## config.mk

```make
export PLATFORM = sky130hd
export DESIGN_NAME = ptmr_top
export DESIGN_NICKNAME = d
export VERILOG_FILES = /design/src/rtl/ptmr_pkg.sv /design/src/rtl/ptmr_wallclk.sv /design/src/rtl/ptmr_periodic.sv /design/src/rtl/ptmr_cdown.sv /design/src/rtl/ptmr_top.sv
export SDC_FILE = /design/constraint.sdc
export NUM_CORES = 1
export LEC_CHECK = 0
export ABC_AREA = 1
export BUFFER_PORTS_ARGS = -buffer_cell sky130_fd_sc_hd__buf_2
export CAP_MARGIN = 20
export CORE_ASPECT_RATIO = 1.2
export CORE_MARGIN = 2
export CORE_UTILIZATION = 30
export DETAILED_ROUTE_END_ITERATION = 12
export GPL_ROUTABILITY_DRIVEN = 0
export PLACE_DENSITY = 0.46
export SYNTH_ARGS = -nofsm -noshare
export SYNTH_HDL_FRONTEND = slang
export SYNTH_SLANG_ARGS = --single-unit
```

## constraint.sdc

```tcl
create_clock -name clk -period 3 [get_ports clk]
set_input_delay 0.45 -clock clk [delete_from_list [all_inputs] [get_ports clk]]
set_output_delay 0.45 -clock clk [all_outputs]
set_load 0.01 [all_outputs]
```

## src/rtl/ptmr_pkg.sv

```systemverilog
package ptmr_pkg;

  localparam logic [31:0] NS_PER_SEC = 32'd1_000_000_000;

  localparam logic [7:0] OFS_CTRL   = 8'h00;
  localparam logic [7:0] OFS_THROT  = 8'h10;
  localparam logic [7:0] OFS_CDOWN  = 8'h14;
  localparam logic [7:0] OFS_BUSPER = 8'h18;
  localparam logic [7:0] OFS_SEC_HI = 8'h20;
  localparam logic [7:0] OFS_SEC_LO = 8'h24;
  localparam logic [7:0] OFS_NSEC   = 8'h28;

  // Returns {second_carry, next_nanoseconds}
  function automatic logic [32:0] ns_advance(input logic [31:0] cur, input logic [31:0] inc);
    logic [32:0] sum;
    logic [32:0] wrapped;
    sum     = {1'b0, cur} + {1'b0, inc};
    wrapped = sum - {1'b0, NS_PER_SEC};
    if (sum >= {1'b0, NS_PER_SEC}) return {1'b1, wrapped[31:0]};
    return {1'b0, sum[31:0]};
  endfunction

endpackage

```

## src/rtl/ptmr_wallclk.sv

```systemverilog
module ptmr_wallclk import ptmr_pkg::*; #(
  parameter int SEC_W = 64
) (
  input  logic             clk,
  input  logic             rst_n,
  input  logic [31:0]      bus_period,
  input  logic             ld_hi,
  input  logic             ld_lo,
  input  logic             ld_ns,
  input  logic [31:0]      ld_data,
  output logic [SEC_W-1:0] sec_q,
  output logic [31:0]      ns_q,
  output logic             roll
);
  localparam int HI_W = SEC_W - 32;

  logic        ld_any;
  logic [32:0] step;

  assign ld_any = ld_hi | ld_lo | ld_ns;
  assign step   = ns_advance(ns_q, bus_period);
  assign roll   = step[32] & ~ld_any;

  always_ff @(posedge clk or negedge rst_n) begin
    if (!rst_n) begin
      sec_q <= '0;
      ns_q  <= '0;
    end else if (ld_any) begin
      if (ld_hi) sec_q[SEC_W-1:32] <= HI_W'(ld_data);
      if (ld_lo) sec_q[31:0]       <= ld_data;
      if (ld_ns) ns_q              <= ld_data;
    end else begin
      ns_q <= step[31:0];
      if (step[32]) sec_q <= sec_q + SEC_W'(1);
    end
  end
endmodule

```

## src/rtl/ptmr_periodic.sv

```systemverilog
module ptmr_periodic #(
  parameter int CNT_W = 32
) (
  input  logic             clk,
  input  logic             rst_n,
  input  logic             en,
  input  logic             arm,
  input  logic             disarm,
  input  logic             ack_hit,
  input  logic [CNT_W-1:0] reload,
  output logic             irq_req,
  output logic             expire
);
  logic [CNT_W-1:0] cnt_q;
  logic [CNT_W-1:0] reload_eff;

  assign reload_eff = (reload == '0) ? CNT_W'(1) : reload;
  assign expire     = en & ~disarm & (cnt_q <= CNT_W'(1));

  always_ff @(posedge clk or negedge rst_n) begin
    if (!rst_n) begin
      cnt_q   <= '0;
      irq_req <= 1'b0;
    end else begin
      if (arm)
        cnt_q <= reload_eff;
      else if (en && !disarm)
        cnt_q <= expire ? reload_eff : cnt_q - CNT_W'(1);

      if (disarm || !en) irq_req <= 1'b0;
      else if (expire)   irq_req <= 1'b1;
      else if (ack_hit)  irq_req <= 1'b0;
    end
  end
endmodule

```

## src/rtl/ptmr_cdown.sv

```systemverilog
module ptmr_cdown #(
  parameter int CD_W = 12
) (
  input  logic            clk,
  input  logic            rst_n,
  input  logic            ld,
  input  logic [CD_W-1:0] ld_val,
  output logic [CD_W-1:0] cnt_q
);
  always_ff @(posedge clk or negedge rst_n) begin
    if (!rst_n)              cnt_q <= '0;
    else if (ld)             cnt_q <= ld_val;
    else if (cnt_q != '0)    cnt_q <= cnt_q - CD_W'(1);
  end
endmodule

```

## src/rtl/ptmr_top.sv

```systemverilog
module ptmr_top import ptmr_pkg::*; #(
  parameter int          CD_W     = 12,
  parameter int          SEC_W    = 64,
  parameter int          IRQ_W    = 8,
  parameter int          PRIO_W   = 4,
  parameter int          THR_W    = 32,
  parameter logic [31:0] BP_RESET = 32'd4
) (
  input  logic             clk,
  input  logic             rst_n,
  input  logic [7:0]       bus_addr,
  input  logic             bus_wr,
  input  logic             bus_rd,
  input  logic [31:0]      bus_wdata,
  output logic [31:0]      bus_rdata,
  output logic             irq_req,
  output logic [IRQ_W-1:0] irq_num,
  input  logic             irq_ack,
  input  logic [IRQ_W-1:0] irq_ack_num
);
  localparam int PRIO_LSB = 4;
  localparam int NUM_LSB  = PRIO_LSB + PRIO_W;
  localparam int HI_W     = SEC_W - 32;

  function automatic logic [IRQ_W-1:0] merge_irq(input logic [IRQ_W-1:0] num,
                                                 input logic [PRIO_W-1:0] prio);
    return num | (IRQ_W'(prio) << 2);
  endfunction

  logic              en_q;
  logic [PRIO_W-1:0] prio_q;
  logic [IRQ_W-1:0]  num_q;
  logic [THR_W-1:0]  throt_q;
  logic [31:0]       bp_q;
  logic [HI_W-1:0]   snap_hi_q;
  logic [31:0]       snap_ns_q;
  logic [31:0]       rdata_q;

  logic [SEC_W-1:0]  sec_q;
  logic [31:0]       ns_q;
  logic              roll;
  logic [CD_W-1:0]   cd_q;
  logic              expire;

  logic ctrl_wr, throt_wr, cd_wr, bp_wr, hi_wr, lo_wr, ns_wr, time_wr;
  logic arm, disarm, ack_hit;

  assign ctrl_wr  = bus_wr && (bus_addr == OFS_CTRL);
  assign throt_wr = bus_wr && (bus_addr == OFS_THROT);
  assign cd_wr    = bus_wr && (bus_addr == OFS_CDOWN);
  assign bp_wr    = bus_wr && (bus_addr == OFS_BUSPER);
  assign hi_wr    = bus_wr && (bus_addr == OFS_SEC_HI);
  assign lo_wr    = bus_wr && (bus_addr == OFS_SEC_LO);
  assign ns_wr    = bus_wr && (bus_addr == OFS_NSEC);
  assign time_wr  = hi_wr | lo_wr | ns_wr;

  assign arm      = ctrl_wr & bus_wdata[0] & ~en_q;
  assign disarm   = ctrl_wr & ~bus_wdata[0];
  assign irq_num  = merge_irq(num_q, prio_q);
  assign ack_hit  = irq_ack && (irq_ack_num == irq_num);
  assign bus_rdata = rdata_q;

  always_ff @(posedge clk or negedge rst_n) begin
    if (!rst_n) begin
      en_q    <= 1'b0;
      prio_q  <= '0;
      num_q   <= '0;
      throt_q <= '0;
      bp_q    <= BP_RESET;
    end else begin
      if (ctrl_wr) begin
        en_q   <= bus_wdata[0];
        prio_q <= bus_wdata[PRIO_LSB +: PRIO_W];
        num_q  <= bus_wdata[NUM_LSB +: IRQ_W];
      end
      if (throt_wr) throt_q <= bus_wdata[THR_W-1:0];
      if (bp_wr)    bp_q    <= bus_wdata;
    end
  end

  always_ff @(posedge clk or negedge rst_n) begin
    if (!rst_n) begin
      rdata_q   <= '0;
      snap_hi_q <= '0;
      snap_ns_q <= '0;
    end else if (bus_rd) begin
      case (bus_addr)
        OFS_CTRL:   rdata_q <= 32'({num_q, prio_q, 3'b000, en_q});
        OFS_THROT:  rdata_q <= 32'(throt_q);
        OFS_CDOWN:  rdata_q <= 32'(cd_q);
        OFS_BUSPER: rdata_q <= bp_q;
        OFS_SEC_HI: rdata_q <= 32'(snap_hi_q);
        OFS_SEC_LO: begin
          rdata_q   <= sec_q[31:0];
          snap_hi_q <= sec_q[SEC_W-1:32];
          snap_ns_q <= ns_q;
        end
        OFS_NSEC:   rdata_q <= snap_ns_q;
        default:    rdata_q <= '0;
      endcase
    end
  end

  ptmr_wallclk #(.SEC_W(SEC_W)) u_clk (
    .clk(clk), .rst_n(rst_n), .bus_period(bp_q),
    .ld_hi(hi_wr), .ld_lo(lo_wr), .ld_ns(ns_wr), .ld_data(bus_wdata),
    .sec_q(sec_q), .ns_q(ns_q), .roll(roll)
  );

  ptmr_periodic #(.CNT_W(THR_W)) u_per (
    .clk(clk), .rst_n(rst_n), .en(en_q), .arm(arm), .disarm(disarm),
    .ack_hit(ack_hit), .reload(throt_q), .irq_req(irq_req), .expire(expire)
  );

  ptmr_cdown #(.CD_W(CD_W)) u_cd (
    .clk(clk), .rst_n(rst_n), .ld(cd_wr), .ld_val(bus_wdata[CD_W-1:0]), .cnt_q(cd_q)
  );
endmodule

```

==> results of run 1 <==
==> state kept, by name, indices dropped and copies added (netlist names), 32 cells and up <==
register,flops
snap_hi_q,32
throt_q,32
bus_rdata,32
snap_ns_q,32
bp_q,32
u_per.cnt_q,32
u_clk.sec_q,64
u_clk.ns_q,32
==> kinds of logic after synthesis <==
group / share of synthesized area [%]
buf+inv: 9.99
fa+ha+maj: 2.36
simple gates: 29.6
xor+xnor: 3.94
compound gates: 14.8
mux: 0.827
flops: 38.5
==> per-layer routing <==
metal,vias to the layer above,GRT usage [%]
met5,-,0
met4,0,9.89
met3,167,1.75
met2,633,39.9
met1,10100,28.9
li1,10200,-
==> critical path, stage by stage, from the launching register on <==
cell	delay [ps]
dfrtp_2	460
ha_4	300
buf_6	110
nand2_1	60
nand2_2	120
nand2_2	60
nand2_2	70
nand2_2	80
nand3_4	110
buf_12	110
nand3_4	110
nand2_2	100
nand2_1	60
nand2_2	120
nand2_4	80
nor2_2	90
nand2_1	70
nor2_2	160
nand3_4	90
nand2_4	120
nand2_4	80
o21ai_4	120
buf_6	180
buf_12	120
buf_6	90
o21ai_2	50
==> worst max path at each step <==
stage / end / slack (ps) / start
2_1_floorplan: u_clk.sec_q[43] / 70 / bp_q[0]
3_3_place_gp: u_clk.sec_q[30] / -700 / bp_q[19]
3_5_place_dp: u_clk.sec_q[30] / -690 / bp_q[19]
4_1_cts: u_clk.sec_q[2] / -170 / u_clk.ns_q[0]
5_1_grt: u_clk.sec_q[2] / -370 / bp_q[0]
6_report: u_clk.sec_q[2] / -270 / bp_q[3]
==> power by group through the flow <==
| stage | clock network [mW] | logic, mW | registers (mW) |
|---|---|---|---|
| final | 4.96 | 11.4 | 6.19 |
| after global routing | 5.21 | 12.5 | 6.31 |
| after CTS | 5.06 | 10.4 | 6.15 |
| after detailed placement | 0 | 9.12 | 6.15 |
| after global placement | 0 | 9.01 | 6.14 |
| after floorplan | 0 | 5.73 | 5.89 |
==> cell usage in the layout, fill, tap and decap left out, types with 19 or more instances in the layout <==
cell type and instances:
nor2_4 19, nor2_1 210, buf_2 92, nand3_1 111, buf_4 332, o21ai_2 58, a21oi_1 89, nand2_1 796
dfrtp_1 297, clkbuf_16 44, inv_2 21, inv_1 381, nor3_1 64, ha_4 24, xor2_1 79, nand2_2 94
o21ai_0 228, nor4_1 26, nand2_4 33, nand4_1 26, nor2_2 25
==> final cells by class <==
type	instances	area, sq um	share of cell area, %
inverters	409	1540	5.61
well taps	901	1130	4.11
repair buffers	469	3750	13.7
clock inverters	12	164	0.597
clock buffers	57	1160	4.21
flip-flops and latches	314	7880	28.7
multi-input cells	2103	11800	43.1
==> repair_timing <==
item | CTS | global route
pin swaps | 43 | 79
hold buffers | 1 | 0
buffers inserted | 34 | 14
gates resized for setup | 188 | 168
cloned | 5 | 4
endpoints found under the setup margin | 87 | 87
hold endpoints to repair | 47 | 0
==> results.cfg, run 1 <==
[routing]
first_iter_violations = 1453
via_per_inst = 4.94
highest_layer = met4
first_pass_iters = 5
drc_errors = 0
wl_met3_um = 3340
met2_length_um = 39900
met1_length_um = 34500
wl_per_cell_um = 19.2
antenna_left = 0
vias = 21100
wl_um = 81800

[timing]
fin_crit_sh_pct = 109
rsz0062_at_grt = true
fin_skew_ps = 23.7
drv_slew = 0
fin_crit_ps = 3270
timing.fmax_ghz = 0.306
setup_viol = 87
maxSlewHeadroom_pct = 55.6
setup_ws_ps = -270
whs_ps = 179
worst_pin_slew_ps = 660
fin_tns_setup_ps = -16660
finalHoldViolCount = 0

[power]
p_total_mw = 22.5
clkPwrFrac_pct = 22.0
p_int_mw = 13.4
swShare_pct = 40.4
combPwrFrac_pct = 50.6
powerDensity_nw_per_um2 = 822
seqPwrFrac_pct = 27.4
switching_power_mw = 9.12
p_leak_nw = 13.6
vdd_drop_max_v = 0.000416

[cells_and_area]
fin_nets = 3426
fillers = 6919
fin_area_sq_um = 27400
fin_util_pct = 40.8
areaGrowthSynthToFinish_pct = 34.3
antennaDiodeCount = 0
instances_no_fill = 4265
drive_gt1_share_pct = 26.9

[place]
dpl_worst_slack_ps = -690
port_buffers = 93
dpl.hpwl_um = 63000
placedCellCount = 4141
dpl-instance-area_sq_um = 24100

[cts]
cts_inserted_buffers = 38
clk_latency_ps = 550
cts_root_buf = clkbuf_16
cts_sinks = 314
clock_path_buffers = 3
htree_levels = 2
cts_tree = built
clkTransAtPathRegs_ps = 60

[critical_path]
crit_required_ps = 3430
cp.arrival_ps = 3700
ff2ff_path_depth = 25
end_kind = flop
cp_max_fo = 6
cp-start-kind = flop
critPathKind = flop to flop
worst_r2r_endpoint = u_clk.sec_q[2]
r2r-start = bp_q[3]
ff2ff_setup_slack_ps = -270

[status]
violations = negative setup slack
status = finished, violations left

[min_path]
hold_path.startpoint = bus_wdata[8]
hold_path_depth = 3
min_to = num_q[0]
hp-class = input pin to flop

[global_route]
grt_usage_pct = 22.9
grt_pass1_vias = 21100
grt_overflow_total = 0
grt_pass1_wl_um = 124000
grt_max_degree = 114
antenna_found_initial = 0

[synthesis]
synth_flop_cell = dfrtp_1
syn_nets = 3014
synth.most_common_cell = nand2_1
synth.cells.most_frequent = 907 x nand2_1, 395 x inv_1, 313 x dfrtp_1
async_flop_share_pct = 100
syn_area_sq_um = 20400
synth.distinct_cells = 59
synth_area_leaders = dfrtp_1 38%, nand2_1 17%, inv_1 7.3%
synth_edf_count = 0
synth_area_per_cell_sq_um = 6.99
ys_seq_area_share_pct = 38.5
ys_seq_elements = 314
ys_warn_count = 0
synthCells = 2923
synth_top_area_share_pct = 38.3
synth_top_area_cell = dfrtp_1

[floorplan]
start_util_pct = 30.4
core-area_sq_um = 67300
die_x_um = 242
die_h_um = 290
io-pin-count = 94
rows = 104
die_area_sq_um = 70200

[run]
drv_cap = 0
No activity file was read; power rests on OpenSTA's default activity.
==> run 2, diff against run 1 <==
--- a/config.mk
+++ b/config.mk
@@ -14,6 +14,8 @@
 export DETAILED_ROUTE_END_ITERATION = 12
 export GPL_ROUTABILITY_DRIVEN = 0
 export PLACE_DENSITY = 0.46
+export RECOVER_POWER = 100
+export REMOVE_ABC_BUFFERS = 1
 export SYNTH_ARGS = -nofsm -noshare
 export SYNTH_HDL_FRONTEND = slang
 export SYNTH_SLANG_ARGS = --single-unit
==> run 2 against run 1 <==
  * The run ends with max-capacitance violations, max-slew violations, negative setup slack left
  * Worst setup slack worse by 17 ps
  * Largest cell class unchanged
  * Largest power group unchanged
  * First-iteration DRC count up 5.4%
  * Fmax down 0.52%
  * Utilization up 0.61 points
  * Critical endpoint is now u_clk.sec_q[52]
  * Die area unchanged
  * Via count up 0.47%
  * Global-route usage down 0.35 points
  * Design area up 1.5%
==> results.cfg, run 2 (synthesized netlist as in run 1, its figures left out) <==
[global_route]
grt_pass1_wl_um = 123000
antenna_found_initial = 0
grt_overflow_total = 0
grt_usage_pct = 22.5
grt_max_degree = 114
grt_pass1_vias = 20900

[floorplan]
rows = 104
start_util_pct = 30.4
die_h_um = 290
io-pin-count = 94
die_x_um = 242
core-area_sq_um = 67300
die_area_sq_um = 70200

[cts]
clkTransAtPathRegs_ps = 60
cts_tree = built
clk_latency_ps = 540
clock_path_buffers = 3
htree_levels = 2
cts_sinks = 314
cts_root_buf = clkbuf_16
cts_inserted_buffers = 35

[min_path]
hp-class = input pin to flop

[timing]
finalHoldViolCount = 0
whs_ps = 152
fin_skew_ps = 18.9
timing.fmax_ghz = 0.304
fin_crit_ps = 3290
setup_viol = 88
worst_pin_slew_ps = 2130
rsz0062_at_grt = true
setup_ws_ps = -287
fin_tns_setup_ps = -16090
maxSlewHeadroom_pct = -41.7
drv_slew = 77
fin_crit_sh_pct = 110

[cells_and_area]
largest_reg_flops = 64
layout_commonest_cell = nand2_1
fin_util_pct = 41.4
drive_gt1_share_pct = 27.6
largest-register = u_clk.sec_q
instances_no_fill = 4276
final_cell_mix = 776 x nand2_1, 372 x inv_1, 318 x buf_4
fin_area_sq_um = 27900
antennaDiodeCount = 0
fin_nets = 3442
areaGrowthSynthToFinish_pct = 36.3

[status]
violations = max-capacitance violations, max-slew violations, negative setup slack
status = finished, violations left

[routing]
drc_errors = 0
first_pass_iters = 6
wl_um = 81900
vias = 21200
first_iter_violations = 1531
antenna_left = 0
via_per_inst = 4.95
wl_per_cell_um = 19.2

[critical_path]
cpMaxStageDelayCell = dfrtp_2
cp.arrival_ps = 3710
max_stage_delay_ps = 450
cp-start-kind = flop
crit_required_ps = 3420
worstPathCellList = ha_4, buf_4, nand2_4, nor2_4, nand3_4, nand3_4, buf_12, nand3_4, nand2_2, nand2_1, nand2_2, nand2_2, nor2_4, nand2_2, nor2_4, nand3_4, nand2_4, nand2_4, o21ai_4, buf_12, buf_12, buf_8, buf_16, o21ai_2
crit_family = simple AND/OR/NAND/NOR gates
critPathKind = flop to flop
end_kind = flop
cp_max_fo = 5
crit_buf_inv = 6

[power]
switching_power_mw = 9.61
p_total_mw = 23.6
p_leak_nw = 13.6
swShare_pct = 40.7
vdd_drop_max_v = 0.000395
powerDensity_nw_per_um2 = 848
seqPwrFrac_pct = 26.3
clkPwrFrac_pct = 19.6
p_int_mw = 14.0
combPwrFrac_pct = 54.1

[place]
dpl_worst_slack_ps = -660
port_buffers = 93
dpl-instance-area_sq_um = 24200
placedCellCount = 4145
dpl.hpwl_um = 61800

[run]
drv_cap = 1
==> run 2: changes by cell type in the layout (fill, tap and decap cells not counted), moves of 9 or more <==
cell | before | now
buf_2 | 92 | 51
buf_4 | 332 | 318
clkbuf_1 | 9 | 50
inv_1 | 381 | 372
inv_2 | 21 | 32
nand2_1 | 796 | 776
nand2_4 | 33 | 45
nand3_1 | 111 | 102
nand3_2 | 16 | 27
==> run 2: area by class of cell <==
class	count	area [sq um]
fillers	6888	39400
well taps	901	1130
repair buffers	488	4030
inverters	409	1540
flip-flops and latches	314	7890
multi-input cells	2103	12100
clock inverters	11	160
clock buffers	50	1030
==> run 2: path summary, 6_finish.rpt <==
check                             start               to  slack [ps]  depth (start not counted)
hold / removal             bus_wdata[8]         num_q[0]         150                          3
max in group asynchronous         rst_n         bp_q[27]         170                          3
min in group asynchronous         rst_n    u_clk.ns_q[0]        1040                          2
setup / recovery                bp_q[6]  u_clk.sec_q[52]        -290                         24
setup reg to reg                bp_q[6]  u_clk.sec_q[52]        -290                         24
hold reg to reg            bus_rdata[9]     bus_rdata[9]         480                          2
==> run 2: what timing repair did <==
item | CTS | global route
hold buffers | 1 | 0
gates cloned | 9 | 12
setup endpoints to repair | 87 | 88
pin swaps | 28 | 100
endpoints found under the hold margin | 68 | 0
setup buffers | 28 | 24
resized for setup | 141 | 305
==> run 2: power groups by stage <==
stage                     Clock (mW)  Combinational, mW  Sequential [mW]
after floorplan                    0               5.38             5.89
after global routing            4.89               13.9             6.34
final                           4.62               12.8             6.22
after CTS                       4.73               10.7             6.16
after global placement             0               9.03             6.14
after detailed placement           0               9.16             6.16
==> run 2: routing by layer <==
metal	GRT usage, %	share of wire, %
met5	0	0
met4	8.97	4.6
met3	1.68	3.8
met2	39.7	50
met1	28.5	42
==> run 2: worst register-to-register path, cell delays in order, from the launching register on <==
cell and delay (ps):
dfrtp_2 450, ha_4 310, buf_4 130, nand2_4 60, nor2_4 180, nand3_4 110, nand3_4 110, buf_12 110
nand3_4 100, nand2_2 100, nand2_1 60, nand2_2 90, nand2_2 100, nor2_4 110, nand2_2 70, nor2_4 130
nand3_4 90, nand2_4 120, nand2_4 80, o21ai_4 110, buf_12 130, buf_12 110, buf_8 120, buf_16 130
o21ai_2 60
